<file path="src/rtl/paren_truth_eval.sv">
module paren_truth_eval #(
  parameter int DEPTH = 16,
  parameter int CW    = 8
) (
  input  logic          clk,
  input  logic          rst,
  input  logic          in_valid,
  input  logic [CW-1:0] in_char,
  output logic          in_ready,
  output logic          done,
  output logic [3:0]    result,
  output logic          err
);
  localparam int PW = $clog2(DEPTH + 1);
  localparam logic [CW-1:0] C_OPEN  = CW'(40);
  localparam logic [CW-1:0] C_CLOSE = CW'(41);
  localparam logic [CW-1:0] C_A     = CW'(97);
  localparam logic [CW-1:0] C_B     = CW'(98);
  localparam logic [CW-1:0] C_ONE   = CW'(49);
  localparam logic [CW-1:0] C_SP    = CW'(32);
  localparam logic [CW-1:0] C_NL    = CW'(10);

  logic [3:0]    stk [DEPTH+1];
  logic [PW-1:0] ptr;
  logic          bad;

  wire          take   = in_valid & in_ready;
  wire [PW-1:0] nxt    = ptr + 1'b1;
  wire [PW-1:0] prv    = ptr - 1'b1;
  wire          at_top = ptr == PW'(DEPTH);
  wire          at_bot = ptr == '0;

  assign in_ready = ~done;

  always_ff @(posedge clk) begin
    if (rst) begin
      ptr    <= '0;
      bad    <= 1'b0;
      done   <= 1'b0;
      result <= '0;
      err    <= 1'b0;
      for (int i = 0; i <= DEPTH; i++) stk[i] <= '0;
    end else begin
      done <= 1'b0;
      if (take) begin
        if (in_char == C_NL) begin
          done   <= 1'b1;
          result <= stk[0];
          err    <= bad | ~at_bot;
          ptr    <= '0;
          bad    <= 1'b0;
          stk[0] <= '0;
        end else if (!bad) begin
          case (in_char)
            C_OPEN:
              if (at_top) bad <= 1'b1;
              else begin
                ptr      <= nxt;
                stk[nxt] <= '0;
              end
            C_CLOSE:
              if (at_bot) bad <= 1'b1;
              else begin
                ptr      <= prv;
                stk[prv] <= stk[prv] | ~stk[ptr];
              end
            C_A:     stk[ptr] <= stk[ptr] | 4'b0011;
            C_B:     stk[ptr] <= stk[ptr] | 4'b0101;
            C_ONE:   stk[ptr] <= 4'b1111;
            C_SP:    ;
            default: bad <= 1'b1;
          endcase
        end
      end
    end
  end

  p_ptr_bound_r7: assert property (@(posedge clk) disable iff (rst)
    ptr <= PW'(DEPTH));
  p_done_single_r11: assert property (@(posedge clk) disable iff (rst)
    done |=> !done);
  p_ready_low_r11: assert property (@(posedge clk) disable iff (rst)
    done |-> !in_ready);
  p_result_hold_r11: assert property (@(posedge clk) disable iff (rst)
    !done |-> $stable(result) && $stable(err));
  p_stack_clear_r12: assert property (@(posedge clk) disable iff (rst)
    done |-> (ptr == '0) && !bad);
endmodule

</file>
<file path="config.mk">
export PLATFORM = sky130hd
export DESIGN_NAME = paren_truth_eval
export DESIGN_NICKNAME = d
export VERILOG_FILES = /design/src/rtl/paren_truth_eval.sv
export SDC_FILE = /design/constraint.sdc
export NUM_CORES = 1
export LEC_CHECK = 0
export ABC_CLOCK_PERIOD_IN_PS = 7700
export BUFFER_PORTS_ARGS = -buffer_cell sky130_fd_sc_hd__clkbuf_2
export CORE_ASPECT_RATIO = 1.1
export CORE_MARGIN = 2
export CORE_UTILIZATION = 60
export DETAILED_ROUTE_END_ITERATION = 8
export GPL_ROUTABILITY_DRIVEN = 0
export GPL_TIMING_DRIVEN = 0
export PLACE_DENSITY = 0.76
export SETUP_SLACK_MARGIN = 0.4
export SLEW_MARGIN = 20
export SYNTH_ARGS = -nofsm -noshare
export SYNTH_HDL_FRONTEND = slang
export SYNTH_SLANG_ARGS = --single-unit
</file>
<file path="constraint.sdc">
create_clock -name clk -period 7.7 [get_ports clk]
set_input_delay 0.77 -clock clk [delete_from_list [all_inputs] [get_ports clk]]
set_output_delay 0.77 -clock clk [all_outputs]
set_load 0.005 [all_outputs]
</file>
==> impl_metrics.env, run 1 <==
export IMPL_status="finished clean"
export IMPL_port_buffer_count=16
export IMPL_htree_num_levels=4
export IMPL_number_of_flops_mapped_to_enable_cells_by_yosys=128
export IMPL_cts_root_buf="clkbuf_16"
export IMPL_grt_first_pass_wirelength_um=35300
export IMPL_detailedRoute_firstIterationViolations=939
export IMPL_worst_setup_hold_path_clk_slew_ns=0.06
export IMPL_totalNegativeSetupSlack_ns=0
export IMPL_timing_critical_path_arrival_ns=5.53
export IMPL_power_share_combinational_pct=3.0
export IMPL_critical_path_top_delay_family="buffers and inverters"
export IMPL_critical_path_reg2reg_endpoint="stk[30][1]"
export IMPL_flow_area_growth_from_synthesis_pct=10.9
export IMPL_synth_warnings=0
export IMPL_cts_repair_resized=0
export IMPL_seq_power_share_pct=50.4
export IMPL_vias=6019
export IMPL_critical_path_peak_fanout=15
export IMPL_setup_worst_path_class="reg2reg"
export IMPL_floorplan_die_area_sq_um=14400
export IMPL_placeableCoreArea_sq_um=13200
export IMPL_cp_num_buf_inv=8
export IMPL_clk_insertion_delay_late_ns=0.44
export IMPL_netSwitchingFraction_pct=21.1
export IMPL_worst_slew_pin_transition_ns=0.915
export IMPL_timing_hold_violations_final=0
export IMPL_hold_worst_slack_ns=0.457
export IMPL_reg2reg_slack_ns=2.27
export IMPL_number_of_global_route_vias_before_repair=5818
export IMPL_final_setup_skew_ns=0.00878
export IMPL_netlist_top_cells_area="edfxtp_1, mux4_2, dfxtp_1"
export IMPL_worst_ep_required_time_ns=7.81
export IMPL_synth_area_per_cell_sq_um=13.6
export IMPL_max_slew_margin_rel_pct=39.0
export IMPL_share_clk_of_total_power_pct=46.6
export IMPL_timing_critical_path_from="ptr[0]"
export IMPL_cts_tree="done"
export IMPL_global_route_overflow_total=0
export IMPL_cts_buffers_inserted=17
export IMPL_worst_hold_path_type="reg2reg"
export IMPL_crit_slowest_cell="clkbuf_1"
export IMPL_layout_area_seq_sq_um=4180
export IMPL_post_synth_top_area_fraction_pct=47.5
export IMPL_ys_async_sr_fraction_pct=0
export IMPL_num_antenna_cells=0
export IMPL_timing_final_setup_violations=0
export IMPL_dpl_cell_count=774
export IMPL_clkSinkCount=145
export IMPL_most_frequent_cp_cell="buf_2"
export IMPL_placementRows=44
export IMPL_slew_viol_final=0
export IMPL_hold_buffers=0
export IMPL_die_height_um=126
export IMPL_synth_lib_cells_used_distinct=75
export IMPL_cts_setup_buffers=0
export IMPL_post_route_drc_count=0
export IMPL_cell_type_contributing_the_most_total_cell_area_after_synthesis="edfxtp_1"
export IMPL_grt_setup_unrepaired="no"
export IMPL_route_antenna_remaining_nets=0
export IMPL_post_synthesis_instance_total=597
export IMPL_synth_most_common_cell="edfxtp_1"
export IMPL_finalWorstPathRequiredPeriod_ns=5.43
export IMPL_max_vdd_ir_drop_uv=145
export IMPL_die_width_um=115
export IMPL_fin_nets=647
export IMPL_period_share_pct=70.5
export IMPL_initial_core_util_pct=61.3
export IMPL_path_depth=16
export IMPL_ioPinCount=18
export IMPL_cells_along_the_critical_path="buf_2, buf_4, buf_2, inv_1, ha_1, buf_2, buf_2, clkbuf_1, mux4_2, mux2i_1, nand2_1, o211ai_1, nand3_1, mux2i_4, buf_2, nor2_2"
export IMPL_grt_antenna_before_repair=1
export IMPL_detailed_place_area_sq_um=8380
export IMPL_multi_input_area_sq_um=3690
export IMPL_netlist_top_cells_count="edfxtp_1, mux4_2, nor2_1"
export IMPL_fin_area_sq_um=8980
export IMPL_fmax_ghz=0.184
export IMPL_post_detailed_routing_wire_length_um=23700
export IMPL_power_density_of_the_placed_cells_nw_per_um2=193
export IMPL_sequential_area_share_after_synthesis_pct=51.7
export IMPL_setup_worst_path_end_class="register"
export IMPL_globalRouteTotalUtil_pct=34.3
export IMPL_viasPerCell=7.46
export IMPL_wire_per_inst_um=29.4
export IMPL_power_leakage_nw=3.02
export IMPL_endpoint="stk[30][1]"
export IMPL_syn_cell_area_sq_um=8100
export IMPL_reg2reg_launch_point="ptr[0]"
export IMPL_netSwitchingPower_mw=0.366
export IMPL_cp_start_kind="register"
export IMPL_ctsLongestPathBuffers=2
export IMPL_non_filler_instance_count_after_layout=807
export IMPL_max_cap_violations=0
export IMPL_dominantRegCellSynth="edfxtp_1"
export IMPL_power_report_internal_total_mw=1.37
export IMPL_dpl_hpwl_um=17000
export IMPL_slowest_delay_ns=0.71
export IMPL_postLayoutCoreUtil_pct=67.9
export IMPL_fillerInstances=924
export IMPL_grt_start_max_net_pins=25
export IMPL_first_pass_iters=9
export IMPL_synth_net_count=611
export IMPL_post_route_cells_drive_above_1_share_pct=26.8
export IMPL_ys_seq_elements=145
export IMPL_timing_reg2reg_worst_path_depth=16
==> how the worst min path moves through the flow <==
stage / cells after the start / startpoint / slack (ns) / endpoint
global placement: 2 / result[0] / 0.45 / result[0]
floorplan: 2 / result[0] / 0.45 / result[0]
detailed placement: 2 / result[2] / 0.45 / result[2]
CTS: 2 / result[2] / 0.46 / result[2]
global route: 2 / result[2] / 0.50 / result[2]
finish: 2 / result[3] / 0.46 / result[3]
==> per-stage QoR <==
stage          total power, mW  setup WS, ns
2_1_floorplan            0.919          3.99
3_3_place_gp             0.937          2.51
3_5_place_dp             0.940          2.26
4_1_cts                   1.73          2.26
5_1_grt                   1.77          2.11
6_report                  1.74          2.27
==> cells in the final DEF (no fill, tap or decap), types with 6 or more instances in the layout <==
| cell | synthesis | final |
|---|---|---|
| buf_2 | 14 | 15 |
| o21ai_0 | 9 | 9 |
| clkbuf_16 | 0 | 20 |
| nor3_1 | 22 | 22 |
| o211ai_1 | 6 | 6 |
| mux2i_1 | 15 | 15 |
| buf_4 | 9 | 9 |
| and2_1 | 17 | 17 |
| clkbuf_2 | 0 | 16 |
| nand3_1 | 16 | 16 |
| edfxtp_1 | 128 | 128 |
| inv_1 | 6 | 6 |
| nand2b_1 | 18 | 18 |
| mux4_2 | 64 | 64 |
| clkbuf_1 | 12 | 14 |
| nor2_1 | 59 | 58 |
| a21oi_1 | 18 | 18 |
| nor2b_1 | 16 | 16 |
| nand2_1 | 32 | 32 |
| or2_2 | 8 | 8 |
| dfxtp_1 | 17 | 17 |
| or3_1 | 8 | 8 |
==> power by group through the flow <==
stage | clock (mW) | sequential (mW) | combinational (mW)
floorplan | 0 | 0.883 | 0.0359
detailed placement | 0 | 0.890 | 0.0507
global placement | 0 | 0.888 | 0.0489
CTS | 0.806 | 0.873 | 0.0510
finish | 0.808 | 0.874 | 0.0529
global route | 0.835 | 0.874 | 0.0555
==> registers in the layout, summed over array words and instances (netlist names), named ones only <==
signal and cells:
stk 128, done 1, err 1, ptr 5
result 4, bad 1
==> cell families (layout without fill, tap and decap cells) <==
kind of cell | after synthesis | in the layout | synth area share [%]
buffers and inverters | 45 | 94 | 2.91
flip-flops | 145 | 145 | 51.7
multiplexers | 84 | 84 | 20.7
XOR/XNOR | 7 | 7 | 1.08
adder cells (fa/ha/maj) | 3 | 3 | 0.464
AO/OA/AOI/OAI | 72 | 72 | 6.37
AND/OR/NAND/NOR | 241 | 241 | 16.8
==> cell type report <==
| type | instances | share of cell area, % |
|---|---|---|
| flip-flops and latches | 145 | 46.6 |
| clock inverters | 8 | 0.502 |
| multi-input cells | 407 | 41.1 |
| well taps | 161 | 2.24 |
| inverters | 7 | 0.293 |
| clock buffers | 24 | 5.97 |
| repair buffers | 17 | 0.948 |
| plain buffers | 38 | 2.33 |
==> tightest hold or removal path, stage by stage (launching register included) <==
cell and delay [ns]:
dfxtp_1 0.31, nand2_1 0.05, a21oi_1 0.05
==> routing by layer <==
layer | track usage [%] | share of wire (%) | vias up
met5 | 0 | 0.055 | -
met4 | 20.9 | 7.2 | 2
met3 | 9.72 | 11 | 141
met2 | 52.7 | 47 | 499
met1 | 43.5 | 35 | 2929
li1 | - | - | 2448
(Power assumes the default switching activity.)
==> run 2: changes to the inputs <==
--- a/config.mk
+++ b/config.mk
@@ -5,15 +5,15 @@
 export SDC_FILE = /design/constraint.sdc
 export NUM_CORES = 1
 export LEC_CHECK = 0
-export ABC_CLOCK_PERIOD_IN_PS = 7700
+export ABC_CLOCK_PERIOD_IN_PS = 4500
 export BUFFER_PORTS_ARGS = -buffer_cell sky130_fd_sc_hd__clkbuf_2
 export CORE_ASPECT_RATIO = 1.1
 export CORE_MARGIN = 2
-export CORE_UTILIZATION = 60
+export CORE_UTILIZATION = 57
 export DETAILED_ROUTE_END_ITERATION = 8
 export GPL_ROUTABILITY_DRIVEN = 0
 export GPL_TIMING_DRIVEN = 0
-export PLACE_DENSITY = 0.76
+export PLACE_DENSITY = 0.75
 export SETUP_SLACK_MARGIN = 0.4
 export SLEW_MARGIN = 20
 export SYNTH_ARGS = -nofsm -noshare
==> constraint.sdc (replaced) <==
create_clock -name clk -period 4.5 [get_ports clk]
set_input_delay 0.45 -clock clk [delete_from_list [all_inputs] [get_ports clk]]
set_output_delay 0.45 -clock clk [all_outputs]
set_load 0.005 [all_outputs]
==> run 2 against run 1 <==
Compared with the run above: global-route usage fell by 1.6 points; count of clock-buffer cells in the layout shrank 5; clock power increased by 84%; core utilization shrank 1.6 points; critical path depth down 1; clock skew rose by 0.0045 ns; setup slack worse by 1.8 ns; die area rose by 5.1%; register-to-register slack lost 1.8 ns; total power rose by 78%; critical endpoint is now stk[0][2]; largest cell class unchanged; largest power group unchanged; highest routed layer is now met4.
==> impl_metrics.env, run 2 (synthesis results as in run 1) <==
export IMPL_timing_critical_path_arrival_ns=4.16
export IMPL_hold_worst_slack_ns=0.257
export IMPL_worst_hold_path_type="in2reg"
export IMPL_totalNegativeSetupSlack_ns=0
export IMPL_hold_depth=2
export IMPL_viasPerCell=7.34
export IMPL_largest_reg_by_ff_count="stk"
export IMPL_hold_buffers=0
export IMPL_period_share_pct=88.6
export IMPL_flow_area_growth_from_synthesis_pct=13.5
export IMPL_status="finished clean"
export IMPL_globalRouteTotalUtil_pct=32.7
export IMPL_most_common_layout_cells="edfxtp_1, mux4_2, nor2_1, nand2_1, nor3_1"
export IMPL_placeableCoreArea_sq_um=13900
export IMPL_number_of_global_route_vias_before_repair=5950
export IMPL_first_pass_iters=5
export IMPL_cp_start_kind="register"
export IMPL_wire_per_inst_um=28.5
export IMPL_post_route_cells_drive_above_1_share_pct=28.2
export IMPL_netSwitchingPower_mw=0.640
export IMPL_postLayoutCoreUtil_pct=66.4
export IMPL_cts_tree="done"
export IMPL_worst_ep_required_time_ns=4.67
export IMPL_slew_viol_final=0
export IMPL_setup_worst_path_end_class="register"
export IMPL_max_cap_violations=0
export IMPL_largest_registers="stk: 128 flops, ptr: 5 flops, result: 4 flops"
export IMPL_worst_setup_hold_path_clk_slew_ns=0.06
export IMPL_ioPinCount=18
export IMPL_port_buffer_count=16
export IMPL_power_report_internal_total_mw=2.44
export IMPL_die_height_um=129
export IMPL_clk_insertion_delay_late_ns=0.43
export IMPL_final_setup_skew_ns=0.0133
export IMPL_detailedRoute_firstIterationViolations=846
export IMPL_vias=6169
export IMPL_worst_slew_pin_transition_ns=0.961
export IMPL_netSwitchingFraction_pct=20.8
export IMPL_placementRows=45
export IMPL_post_route_drc_count=0
export IMPL_largest_reg_flops=128
export IMPL_fin_nets=653
export IMPL_cts_buffers_inserted=17
export IMPL_ctsLongestPathBuffers=2
export IMPL_die_width_um=118
export IMPL_grt_setup_unrepaired="no"
export IMPL_max_vdd_ir_drop_uv=257
export IMPL_power_density_of_the_placed_cells_nw_per_um2=335
export IMPL_max_slew_margin_rel_pct=35.0
export IMPL_global_route_overflow_total=0
export IMPL_route_antenna_remaining_nets=0
export IMPL_share_clk_of_total_power_pct=48.5
export IMPL_setup_worst_path_class="reg2reg"
export IMPL_grt_first_pass_wirelength_um=35800
export IMPL_htree_num_levels=4
export IMPL_initial_core_util_pct=58.4
export IMPL_finalWorstPathRequiredPeriod_ns=3.99
export IMPL_dpl_hpwl_um=16800
export IMPL_post_detailed_routing_wire_length_um=23900
export IMPL_power_leakage_nw=3.05
export IMPL_timing_reg2reg_worst_path_depth=15
export IMPL_timing_hold_violations_final=0
export IMPL_timing_final_setup_violations=0
export IMPL_power_share_combinational_pct=3.0
export IMPL_cts_root_buf="clkbuf_16"
export IMPL_grt_start_max_net_pins=25
export IMPL_fmax_ghz=0.251
export IMPL_grt_antenna_before_repair=0
export IMPL_num_antenna_cells=0
export IMPL_leading_cell_type_in_the_layout_fill_and_taps_excluded="edfxtp_1"
export IMPL_seq_power_share_pct=48.5
export IMPL_clkSinkCount=145
export IMPL_floorplan_die_area_sq_um=15200
export IMPL_critical_path_peak_fanout=10
-- run 2: cell count changes in the layout (fill, tap and decap cells not counted), moves of 4 or more --
cell,delta
clkinvlp_4,+5
bufinv_16,+4
buf_4,+8
buf_2,-8
-- run 2: path summary, 6_finish.rpt --
| check | to | startpoint | slack [ns] |
|---|---|---|---|
| worst max-delay path | stk[0][2] | ptr[0] | 0.51 |
| worst min-delay path | done | rst | 0.26 |
| worst max register to register | stk[0][2] | ptr[0] | 0.51 |
| worst min register to register | result[2] | result[2] | 0.46 |
-- run 2: worst max-delay path: stages (launching register included) --
cell      delay [ns]
dfxtp_1         0.35
buf_4           0.21
buf_8           0.20
buf_6           0.19
inv_1           0.13
ha_1            0.30
clkbuf_4        0.25
buf_6           0.20
clkbuf_8        0.23
mux4_2          0.35
mux4_2          0.52
mux2i_1         0.15
nand3_1         0.13
nand3_2         0.16
buf_4           0.23
nor3_1          0.08
-- run 2: repair_timing --
item / 4_1_cts / 5_1_grt
pin swaps: 0 / 0
setup endpoints to repair: 256 / 155
gates resized for setup: 19 / 5
setup buffers: 6 / 0
-- run 2: final cells by class --
type,count,area [sq um]
Tap cell,188,235
Inverter,7,32.5
Sequential cell,145,4180
Fill cell,982,4660
Clock inverter,13,185
Clock buffer,19,433
Multi-Input combinational cell,407,3720
Timing Repair Buffer,23,145
Buffer,38,260
-- run 2: metal layers --
metal,up-vias,GRT usage [%],part of all wire (%)
li1,2450,-,-
met4,0,19.1,6.6
met5,-,0,0
met3,133,10.6,12
met1,3047,38.3,34
met2,539,53.6,47
-- run 2: per-stage QoR --
stage                     setup slack [ns]  instance area, sq um  power (mW)  cells
after floorplan                      0.789                  8100        1.57    597
after global placement              -0.696                  8410        1.60    801
after detailed placement            -0.869                  8420        1.61    802
after CTS                            0.409                  9160        3.08    840
after global routing                 0.376                  9190        3.14    840
final                                0.514                  9190        3.08    840
-- run 2: power by group through the flow --
stage / sequential (mW) / combinational (mW) / clock [mW]
after global placement: 1.52 / 0.0840 / 0
final: 1.50 / 0.0924 / 1.49
after CTS: 1.49 / 0.0889 / 1.49
after detailed placement: 1.52 / 0.0866 / 0
after global routing: 1.50 / 0.0973 / 1.54
after floorplan: 1.51 / 0.0614 / 0
